<file path="src/rtl/home_dir_pkg.sv">
package home_dir_pkg;
  localparam logic [1:0] IN_APPLY  = 2'd0;
  localparam logic [1:0] IN_EVICT  = 2'd1;
  localparam logic [1:0] IN_BOUNCE = 2'd2;
  localparam logic [1:0] IN_JOIN   = 2'd3;

  localparam logic [1:0] OUT_FWD = 2'd0;
  localparam logic [1:0] OUT_UPD = 2'd1;
  localparam logic [1:0] OUT_INJ = 2'd2;

  typedef enum logic {ST_IDLE, ST_EMIT} dir_state_e;
endpackage

</file>
<file path="src/rtl/home_dir_table.sv">
module home_dir_table #(
  parameter int ENTRIES = 8,
  parameter int ADDR_W  = 8,
  parameter int NSITES  = 4,
  localparam int IW = $clog2(ENTRIES),
  localparam int SW = $clog2(NSITES)
) (
  input  logic              clk,
  input  logic              rst_n,
  input  logic [ADDR_W-1:0] look_addr,
  output logic              hit,
  output logic [IW-1:0]     hit_idx,
  output logic [NSITES-1:0] rd_holders,
  output logic [SW-1:0]     rd_master,
  output logic              has_free,
  output logic [IW-1:0]     free_idx,
  input  logic              we,
  input  logic [IW-1:0]     widx,
  input  logic [ADDR_W-1:0] w_addr,
  input  logic [NSITES-1:0] w_holders,
  input  logic [SW-1:0]     w_master
);
  logic [ENTRIES-1:0] vld_q;
  logic [ADDR_W-1:0]  tag_q  [ENTRIES];
  logic [NSITES-1:0]  hold_q [ENTRIES];
  logic [SW-1:0]      mst_q  [ENTRIES];
  logic [ENTRIES-1:0] match;

  for (genvar e = 0; e < ENTRIES; e++) begin : g_cmp
    assign match[e] = vld_q[e] && (tag_q[e] == look_addr);
  end

  always_comb begin
    hit_idx  = '0;
    free_idx = '0;
    for (int e = ENTRIES - 1; e >= 0; e--) begin
      if (match[e])  hit_idx  = IW'(e);
      if (!vld_q[e]) free_idx = IW'(e);
    end
  end

  assign hit        = |match;
  assign has_free   = ~&vld_q;
  assign rd_holders = hold_q[hit_idx];
  assign rd_master  = mst_q[hit_idx];

  always_ff @(posedge clk) begin
    if (!rst_n)  vld_q <= '0;
    else if (we) vld_q[widx] <= 1'b1;
  end

  always_ff @(posedge clk) begin
    if (we) begin
      tag_q[widx]  <= w_addr;
      hold_q[widx] <= w_holders;
      mst_q[widx]  <= w_master;
    end
  end


  single_match_chk: assert property (@(posedge clk) disable iff (!rst_n)
    $onehot0(match));


  master_held_chk: assert property (@(posedge clk) disable iff (!rst_n)
    we |-> w_holders[w_master]);
endmodule

</file>
<file path="src/rtl/home_dir_elect.sv">
module home_dir_elect #(
  parameter int NSITES  = 4,
  parameter int SITE_ID = 0,
  localparam int SW = $clog2(NSITES)
) (
  input  logic          clk,
  input  logic          rst_n,
  input  logic          step,
  input  logic          keep_local,
  output logic [SW-1:0] target
);
  localparam logic [SW-1:0] SELF = SW'(SITE_ID);
  localparam logic [SW-1:0] LAST = SW'(NSITES - 1);

  logic [SW-1:0] rr_q, cand0, cand;

  function automatic logic [SW-1:0] nxt(input logic [SW-1:0] x);
    return (x == LAST) ? '0 : x + 1'b1;
  endfunction

  assign cand0  = nxt(rr_q);
  assign cand   = (cand0 == SELF) ? nxt(cand0) : cand0;
  assign target = keep_local ? SELF : cand;

  always_ff @(posedge clk) begin
    if (!rst_n)                  rr_q <= SELF;
    else if (step && !keep_local) rr_q <= cand;
  end


  rr_skip_self_chk: assert property (@(posedge clk) disable iff (!rst_n)
    (step && !keep_local) |-> (target != SELF));
endmodule

</file>
<file path="src/rtl/home_dir.sv">
module home_dir
  import home_dir_pkg::*;
#(
  parameter int NSITES  = 4,
  parameter int SITE_ID = 1,
  parameter int ADDR_W  = 8,
  parameter int ENTRIES = 8,
  localparam int SW = $clog2(NSITES),
  localparam int IW = $clog2(ENTRIES)
) (
  input  logic              clk,
  input  logic              rst_n,
  input  logic              in_valid,
  output logic              in_ready,
  input  logic [1:0]        in_kind,
  input  logic [ADDR_W-1:0] in_addr,
  input  logic [SW-1:0]     in_src,
  input  logic              in_master,
  input  logic              keep_local,
  output logic              out_valid,
  input  logic              out_ready,
  output logic [1:0]        out_kind,
  output logic [SW-1:0]     out_dest,
  output logic [ADDR_W-1:0] out_addr,
  output logic [SW-1:0]     out_origin,
  output logic              full
);
  localparam logic [ADDR_W-1:0] NS_A   = ADDR_W'(NSITES);
  localparam logic [ADDR_W-1:0] SELF_A = ADDR_W'(SITE_ID);
  localparam logic [NSITES-1:0] ONE    = NSITES'(1);

  dir_state_e        st_q;
  logic [NSITES-1:0] pend_q, nx_pend, src_bit, tgt_bit;
  logic              inj_q, nx_inj, step;
  logic [SW-1:0]     mst_q, cur, tgt;
  logic [ADDR_W-1:0] addr_q;
  logic [SW-1:0]     org_q;
  logic              homed, acc;

  logic              hit, has_free, tab_we;
  logic [IW-1:0]     hit_idx, free_idx, w_idx;
  logic [NSITES-1:0] rd_holders, w_hold;
  logic [SW-1:0]     rd_master, w_mst;

  home_dir_table #(.ENTRIES(ENTRIES), .ADDR_W(ADDR_W), .NSITES(NSITES)) u_table (
    .clk, .rst_n, .look_addr(in_addr), .hit, .hit_idx, .rd_holders, .rd_master,
    .has_free, .free_idx, .we(tab_we), .widx(w_idx), .w_addr(in_addr),
    .w_holders(w_hold), .w_master(w_mst)
  );

  home_dir_elect #(.NSITES(NSITES), .SITE_ID(SITE_ID)) u_elect (
    .clk, .rst_n, .step, .keep_local, .target(tgt)
  );

  assign homed    = (in_addr % NS_A) == SELF_A;
  assign full     = !has_free;
  assign in_ready = (st_q == ST_IDLE) &&
                    !(homed && in_kind == IN_JOIN && !hit && !has_free);
  assign acc      = in_valid && in_ready;
  assign src_bit  = ONE << in_src;
  assign tgt_bit  = ONE << tgt;

  always_comb begin
    tab_we  = 1'b0;
    w_idx   = hit_idx;
    w_hold  = rd_holders;
    w_mst   = rd_master;
    nx_pend = '0;
    nx_inj  = 1'b0;
    step    = 1'b0;
    if (acc && homed) begin
      case (in_kind)
        IN_APPLY:  if (hit) nx_pend = rd_holders;
        IN_BOUNCE: if (hit) nx_pend = ONE << rd_master;
        IN_EVICT: if (hit) begin
          tab_we = 1'b1;
          if (in_src == rd_master) begin
            step    = 1'b1;
            w_hold  = (rd_holders & ~src_bit) | tgt_bit;
            w_mst   = tgt;
            nx_pend = tgt_bit;
            nx_inj  = 1'b1;
          end else begin
            w_hold = rd_holders & ~src_bit;
          end
        end
        default: begin
          tab_we = 1'b1;
          if (hit) begin
            w_hold = rd_holders | src_bit;
            if (in_master) w_mst = in_src;
          end else begin
            w_idx  = free_idx;
            w_hold = src_bit;
            w_mst  = in_src;
          end
        end
      endcase
    end
  end

  always_comb begin
    cur = '0;
    for (int s = NSITES - 1; s >= 0; s--)
      if (pend_q[s]) cur = SW'(s);
  end

  always_ff @(posedge clk) begin
    if (!rst_n) begin
      st_q   <= ST_IDLE;
      pend_q <= '0;
      inj_q  <= 1'b0;
      mst_q  <= '0;
      addr_q <= '0;
      org_q  <= '0;
    end else if (acc) begin
      pend_q <= nx_pend;
      inj_q  <= nx_inj;
      mst_q  <= rd_master;
      addr_q <= in_addr;
      org_q  <= in_src;
      st_q   <= (|nx_pend) ? ST_EMIT : ST_IDLE;
    end else if (st_q == ST_EMIT && out_ready) begin
      pend_q <= pend_q & ~(ONE << cur);
      if (pend_q == (ONE << cur)) st_q <= ST_IDLE;
    end
  end

  assign out_valid  = (st_q == ST_EMIT);
  assign out_dest   = cur;
  assign out_kind   = inj_q ? OUT_INJ : ((cur == mst_q) ? OUT_FWD : OUT_UPD);
  assign out_addr   = addr_q;
  assign out_origin = org_q;


  out_hold_chk: assert property (@(posedge clk) disable iff (!rst_n)
    (out_valid && !out_ready) |=> (out_valid && $stable(out_dest) &&
      $stable(out_kind) && $stable(out_addr) && $stable(out_origin)));


  busy_chk: assert property (@(posedge clk) disable iff (!rst_n)
    out_valid |-> !in_ready);


  first_out_chk: assert property (@(posedge clk) disable iff (!rst_n)
    $rose(out_valid) |-> $past(in_valid && in_ready));


  full_sticky_chk: assert property (@(posedge clk) disable iff (!rst_n)
    full |=> full);
endmodule

</file>
<file path="config.mk">
export PLATFORM = sky130hd
export DESIGN_NAME = home_dir
export DESIGN_NICKNAME = d
export VERILOG_FILES = /design/src/rtl/home_dir_pkg.sv /design/src/rtl/home_dir_table.sv /design/src/rtl/home_dir_elect.sv /design/src/rtl/home_dir.sv
export SDC_FILE = /design/constraint.sdc
export NUM_CORES = 1
export LEC_CHECK = 0
export BUFFER_PORTS_ARGS = -buffer_cell sky130_fd_sc_hd__buf_2
export CAP_MARGIN = 10
export CORE_UTILIZATION = 25
export CTS_CLUSTER_SIZE = 10
export DETAILED_ROUTE_END_ITERATION = 10
export GPL_ROUTABILITY_DRIVEN = 0
export GPL_TIMING_DRIVEN = 0
export PLACE_DENSITY_LB_ADDON = 0.2
export SETUP_SLACK_MARGIN = 0.1
export SYNTH_ARGS = -nofsm -noshare
export SYNTH_HDL_FRONTEND = slang
export SYNTH_HIERARCHICAL = 1
export SYNTH_SLANG_ARGS = --single-unit
</file>
<file path="constraint.sdc">
create_clock -name clk -period 5.1 [get_ports clk]
set_clock_uncertainty 0.2 [all_clocks]
set_input_delay 0.255 -clock clk [delete_from_list [all_inputs] [get_ports clk]]
set_output_delay 0.255 -clock clk [all_outputs]
set_load 0.03 [all_outputs]
</file>
==> flow_summary.ini, run 1 <==
[outcome]
status = complete, no violations

[grt]
grt_max_degree = 17
grt_pass1_wl_um = 26700
top_usage_layer = met2
grt_pass1_vias = 4654
met1_usage = 0.158
grt-ovfl-total = 0
grt_util_met3 = 0.0207
grt.total_usage = 0.127
met2_usage = 0.223
antenna_found_initial = 0

[cts]
clock_latency_ns = 0.42
cts_tree = done
clkTransAtPathRegs_ns = 0.06
cts_buffer_depth = 2
root_buffer = clkbuf_16
cts.sink_count = 140
htree_levels = 4
cts_setup_buffers = 0
cts_buffers = 17

[finish]
final_nets = 646
layout.cells.most_common = edfxtp_1
layout_common_cells = edfxtp_1, xnor2_1, nand2_1, nor2_1, buf_2
final_layout_size_suffix_gt1_frac = 0.187
area_growth_pct = 19.9
finalInstanceArea_mm2 = 0.00810
fin_cells = 972
antennaDiodeCount = 0
fillCellCount = 2719

[route]
viasPerCell = 4.69
antenna_left = 0
drcViolationCount = 0
wl_per_cell_um = 17.5
drt_wl_total_um = 17000
dr.pass1.iters = 4
drt-initial-drc-count = 345
route.vias.total = 4558

[worst_setup_path]
path_max_fanout = 10
cpMaxStageDelayCell = dlygate4sd3_1
rr_startpoint = u_table/tag_q[3][0]
worst_setup_path_start_kind = flip-flop
worst_r2r_endpoint = u_elect/rr_q[0]
cp_slowest_stage_delay_ns = 0.57
worstRegToRegCells = 16
arrival_ns = 4.76
endpoint_kind = flip-flop
worstSetupStartpoint = u_table/tag_q[3][0]
critPathKind = flip-flop to flip-flop
setup.worst_path.end = u_elect/rr_q[0]
reg2reg_slack_ns = 0.45
crit_chain = xnor2_1, nand3_1, nor4_4, o21bai_1, or2_1, buf_6, buf_12, mux2i_1, a2111oi_1, a21o_2, xor2_2, nor3_4, and2_1, nor2b_1, o211ai_1, dlygate4sd3_1
required_ns = 5.20

[floorplanning]
die_y_um = 166
core_area_mm2 = 0.0263
ioPinCount = 35
die_w_um = 166
initial_core_util = 0.257
num_rows = 59
die-area_mm2 = 0.0277

[synthesis]
synth.net_count = 584
seq_area_frac_synth = 0.581
postSynthAreaPerCell_um2 = 12.0
synth_flop_cell = edfxtp_1
syn_inst = 562
synth.distinct_cells = 64
ys_seq_elements = 140
synth.yosys.warnings = 6
async_flop_share = 0
syn_area_mm2 = 0.00675
synth-edff-count = 112

[sta]
fin_ws_ns = 0.446
hold_viol = 0
max_freq_mhz = 215
rsz0062_at_grt = no
maxSlewViolCount = 0
fin_hold_ws_ns = 0.0202
period_minus_slack_ns = 4.65
tightest_slew_ns = 0.950
slew_headroom = 0.366
setup_viol = 0
finalCritPeriodShare = 0.912

[power_and_ir_drop]
switching_share = 0.224
power.density_mw_per_mm2 = 324
p_int_mw = 2.03
power_switching_mw = 0.586
peakVddDrop_mv = 0.178
clkPwrFrac = 0.462
p_seq_frac = 0.474
comb_power_share = 0.064
power_mw = 2.62
leakage_nw = 2.78

[placed_design]
port_buffers = 31
place_ws_ns = -0.268
placed_area_mm2 = 0.00745
hpwl_um = 12100
place_inst = 935

[hold_path]
hp-class = primary input to flip-flop

[job]
cap_viol_max_count = 0
## registers in the layout (all words and copies together) (netlist names)
signal	count
u_table/tag_q	64
u_table/hold_q	32
u_table/mst_q	16
out_addr	8
u_table/vld_q	8
pend_q	4
mst_q	2
out_origin	2
u_elect/rr_q	2
inj_q	1
out_valid	1
## per-stage QoR
stage	util	TNS, ns
after global placement	0.279	-18.78
final	0.308	0
after detailed placement	0.283	-7.10
after CTS	0.308	0
after global routing	0.308	0
after floorplan	-	0
## power groups by stage
stage / clock (mW) / sequential [mW] / combinational (mW)
2_1_floorplan: 0 / 1.27 / 0.102
3_3_place_gp: 0 / 1.27 / 0.163
3_5_place_dp: 0 / 1.27 / 0.166
4_1_cts: 1.23 / 1.24 / 0.169
5_1_grt: 1.28 / 1.24 / 0.184
6_report: 1.21 / 1.24 / 0.168
## kinds of logic after synthesis
| kind of cell | after synthesis | share of synthesized area |
|---|---|---|
| AO/OA/AOI/OAI | 93 | 0.0945 |
| XOR/XNOR | 68 | 0.0927 |
| adder cells (fa/ha/maj) | 4 | 0.00741 |
| buffers and inverters | 35 | 0.0343 |
| flip-flops | 140 | 0.581 |
| multiplexers | 25 | 0.0376 |
| AND/OR/NAND/NOR | 197 | 0.152 |
## final cells by class
type	instances	area, µm²	area share
flip-flops and latches	140	3920	0.485
multi-input cells	387	2630	0.325
clock inverters	13	140	0.0173
well taps	335	419	0.0518
inverters	12	45.0	0.00556
plain buffers	23	188	0.0232
repair buffers	43	304	0.0376
clock buffers	19	443	0.0547
## worst min-delay path by stage
stage                           start                   to  slack [ns]  cells past startpoint
after CTS                  in_addr[6]  u_table/tag_q[1][6]       0.005                      1
after global placement    out_addr[6]          out_addr[6]        0.30                      2
final                      in_addr[6]  u_table/tag_q[1][6]        0.02                      1
after global routing       in_addr[6]  u_table/tag_q[1][6]       0.007                      1
after floorplan                 rst_n      u_elect/rr_q[0]        0.14                      1
after detailed placement  out_addr[0]          out_addr[0]        0.31                      2
## cells in the mapped netlist (all sizes together), types with 5 or more instances
cell type / count / share of area
o21a: 9 / 0.010
nand2: 46 / 0.026
nor2b: 16 / 0.015
a31oi: 10 / 0.0093
mux2i: 22 / 0.033
nor4: 6 / 0.0078
nor3: 13 / 0.011
dfxtp: 28 / 0.083
xnor2: 66 / 0.088
nand2b: 10 / 0.0096
a22oi: 11 / 0.012
or3: 10 / 0.0093
or2: 7 / 0.0065
a2111oi: 5 / 0.0070
edfxtp: 112 / 0.50
nand4: 13 / 0.012
nand3: 18 / 0.013
inv: 12 / 0.0067
buf: 19 / 0.025
o21ai: 23 / 0.018
a21oi: 12 / 0.0089
nor2: 44 / 0.024
## layer usage
metal / vias up / routed length, µm
met1: 2262 / 7690
met4: 0 / 256
met2: 95 / 8460
li1: 2185 / -
met5: - / 0
met3: 16 / 555
## what timing repair did
action | in CTS | in global routing
hold buffers | 5 | 0
setup endpoints to repair | 16 | 41
resized for setup | 1 | 7
endpoints found under the hold margin | 7 | 0
## worst max-delay path, delay by kind of cell, from the launching register on
| family | cells | cell delay (ns) |
|---|---|---|
| muxes | 1 | 0.12 |
| buffers and inverters | 3 | 0.84 |
| and+or+nand+nor | 6 | 1.66 |
| AOI/OAI and AO/OA | 4 | 0.95 |
| DFF | 1 | 0.37 |
| xor gates and xnor gates | 2 | 0.38 |
Power figures use the tool's default switching activity.
==> inputs of run 2 (changes only) <==
- ABC_AREA: unset -> 1
- clock period: 5.1 -> 5.7 ns (I/O delays scaled with it)
==> flow_summary.ini, run 2 <==
[outcome]
status = complete, no violations

[power_and_ir_drop]
power_mw = 2.40
p_seq_frac = 0.463
leakage_nw = 3.97
clkPwrFrac = 0.466
switching_share = 0.241
p_int_mw = 1.82
power_switching_mw = 0.578
power.density_mw_per_mm2 = 257
peakVddDrop_mv = 0.209
comb_power_share = 0.071

[sta]
finalCritPeriodShare = 0.810
slew_headroom = 0.369
fin_hold_ws_ns = 0.0228
fin_ws_ns = 1.08
maxSlewViolCount = 0
tightest_slew_ns = 0.946
timing.setup.tns_ns = 0
setup_viol = 0
period_minus_slack_ns = 4.62
max_freq_mhz = 217
rsz0062_at_grt = no
hold_viol = 0

[synthesis]
synth-edff-count = 112
synth_top_area_frac = 0.424
synth.distinct_cells = 54
async_flop_share = 0
syn_inst = 966
syn_area_mm2 = 0.00793
synth_flop_cell = edfxtp_1
seq_area_frac_synth = 0.495
synth.most_common_cell = nand2_1
synth.net_count = 988
yosys-top-cells-area = edfxtp_1, nand2_1, dfxtp_1
synth.yosys.warnings = 6
postSynthAreaPerCell_um2 = 8.21
synthTopCellsByCount = nand2_1, inv_1, edfxtp_1
ys_seq_elements = 140
yosys.area.top_type = edfxtp_1

[route]
drt-initial-drc-count = 441
drcViolationCount = 0
wl_per_cell_um = 15.7
antenna_left = 0
drt_wl_total_um = 22500
viasPerCell = 4.44
route.vias.total = 6382
dr.pass1.iters = 5

[worst_setup_path]
cpMaxStageDelayCell = a22oi_1
cpMostUsedCell = nand2_1
worst_setup_path_start_kind = primary input
crit_chain = buf_2, buf_2, inv_2, nand2_1, inv_1, nor2_1, nand3_1, nor3b_1, nand3_1, nand2_1, nor2_1, nor2_1, nand4_2, inv_1, nand2_1, nand2_1, inv_1, nand2_1, nand2_1, and2_2, o21ai_0, nand2_1, a22oi_1
endpoint_kind = flip-flop
arrival_ns = 4.52
critical-path-top-delay-family = simple AND/OR/NAND/NOR gates
reg2reg_slack_ns = 1.21
path_max_fanout = 10
path_buf_inv = 6
critPathKind = primary input to flip-flop
cp_slowest_stage_delay_ns = 0.71
required_ns = 5.60

[placed_design]
place_inst = 1404
port_buffers = 34
hpwl_um = 15800
placed_area_mm2 = 0.00873
place_ws_ns = 0.730

[floorplanning]
initial_core_util = 0.257
die_w_um = 180
die-area_mm2 = 0.0324
ioPinCount = 35
num_rows = 64
die_y_um = 180
core_area_mm2 = 0.0309

[cts]
cts_buffer_depth = 2
clkTransAtPathRegs_ns = 0.06
root_buffer = clkbuf_16
htree_levels = 4
ctsResizeCount = 0
clock_latency_ns = 0.43
cts_buffers = 17
cts_setup_buffers = 0
cts.sink_count = 140
cts_tree = done

[grt]
grt_max_degree = 17
grt-ovfl-total = 0
antenna_found_initial = 0
grt.total_usage = 0.143
grt_pass1_wl_um = 35200
grt_pass1_vias = 6056

[finish]
finish.utilization = 0.303
area_growth_pct = 17.9
largest_reg_flops = 64
top_register = u_table/tag_q
layout_common_cells = nand2_1, inv_1, edfxtp_1, nor2_1, nand3_1
finalInstanceArea_mm2 = 0.00936
top_regs = u_table/tag_q x64, u_table/hold_q x32, u_table/mst_q x16
layout.cells.most_common = nand2_1
final_nets = 1052
antennaDiodeCount = 0
fin_cells = 1439
final_layout_size_suffix_gt1_frac = 0.162

[hold_path]
hp-class = primary input to flip-flop

[job]
cap_viol_max_count = 0
==> run 2: metal layers <==
| layer | vias to the layer above | track usage | wire, µm |
|---|---|---|---|
| met3 | 19 | 0.0241 | 857 |
| met5 | - | 0 | 0 |
| met4 | 0 | 0.0465 | 322 |
| met2 | 131 | 0.239 | 10800 |
| li1 | 3301 | - | - |
| met1 | 2931 | 0.186 | 10600 |
==> run 2: timing repair <==
item / in CTS / in global routing
hold buffers: 3 / 0
hold endpoints to repair: 8 / 0
endpoints found under the setup margin: 0 / 0
==> run 2: path summary, 6_finish.rpt <==
kind,startpoint,endpoint,cells after the start
setup / recovery,in_addr[4],u_table/mst_q[5][1],23
hold / removal,keep_local,u_elect/rr_q[1],5
setup reg to reg,u_table/tag_q[5][4],u_table/mst_q[5][1],18
hold reg to reg,out_addr[1],out_addr[1],2
==> run 2: cell families after synthesis <==
kind of cell             count (synthesis)  share of synthesized area
AND/OR/NAND/NOR                        554                      0.329
buffers and inverters                  171                     0.0943
flip-flops                             140                      0.495
AO/OA/AOI/OAI                           80                     0.0563
XOR/XNOR                                17                     0.0197
adder cells (fa/ha/maj)                  4                    0.00631
==> run 2: area by class of cell <==
cell class                      instances  area, µm²
Buffer                                 23        188
Clock buffer                           21        493
Clock inverter                         11        105
Fill cell                            3324      21600
Inverter                              148        561
Multi-Input combinational cell        655       3280
Sequential cell                       140       3920
Tap cell                              396        495
Timing Repair Buffer                   45        309
==> run 2: worst min-delay path: stages <==
cell and delay [ns]:
buf_2 0.11, inv_2 0.04, nand2_2 0.06, nor2_1 0.04, nor2_1 0.08
==> run 2: power by group through the flow <==
stage,Combinational [mW],Sequential [mW],Clock (mW)
2_1_floorplan,0.101,1.14,0
3_3_place_gp,0.171,1.13,0
3_5_place_dp,0.171,1.13,0
4_1_cts,0.173,1.11,1.14
5_1_grt,0.190,1.11,1.18
6_report,0.171,1.11,1.12
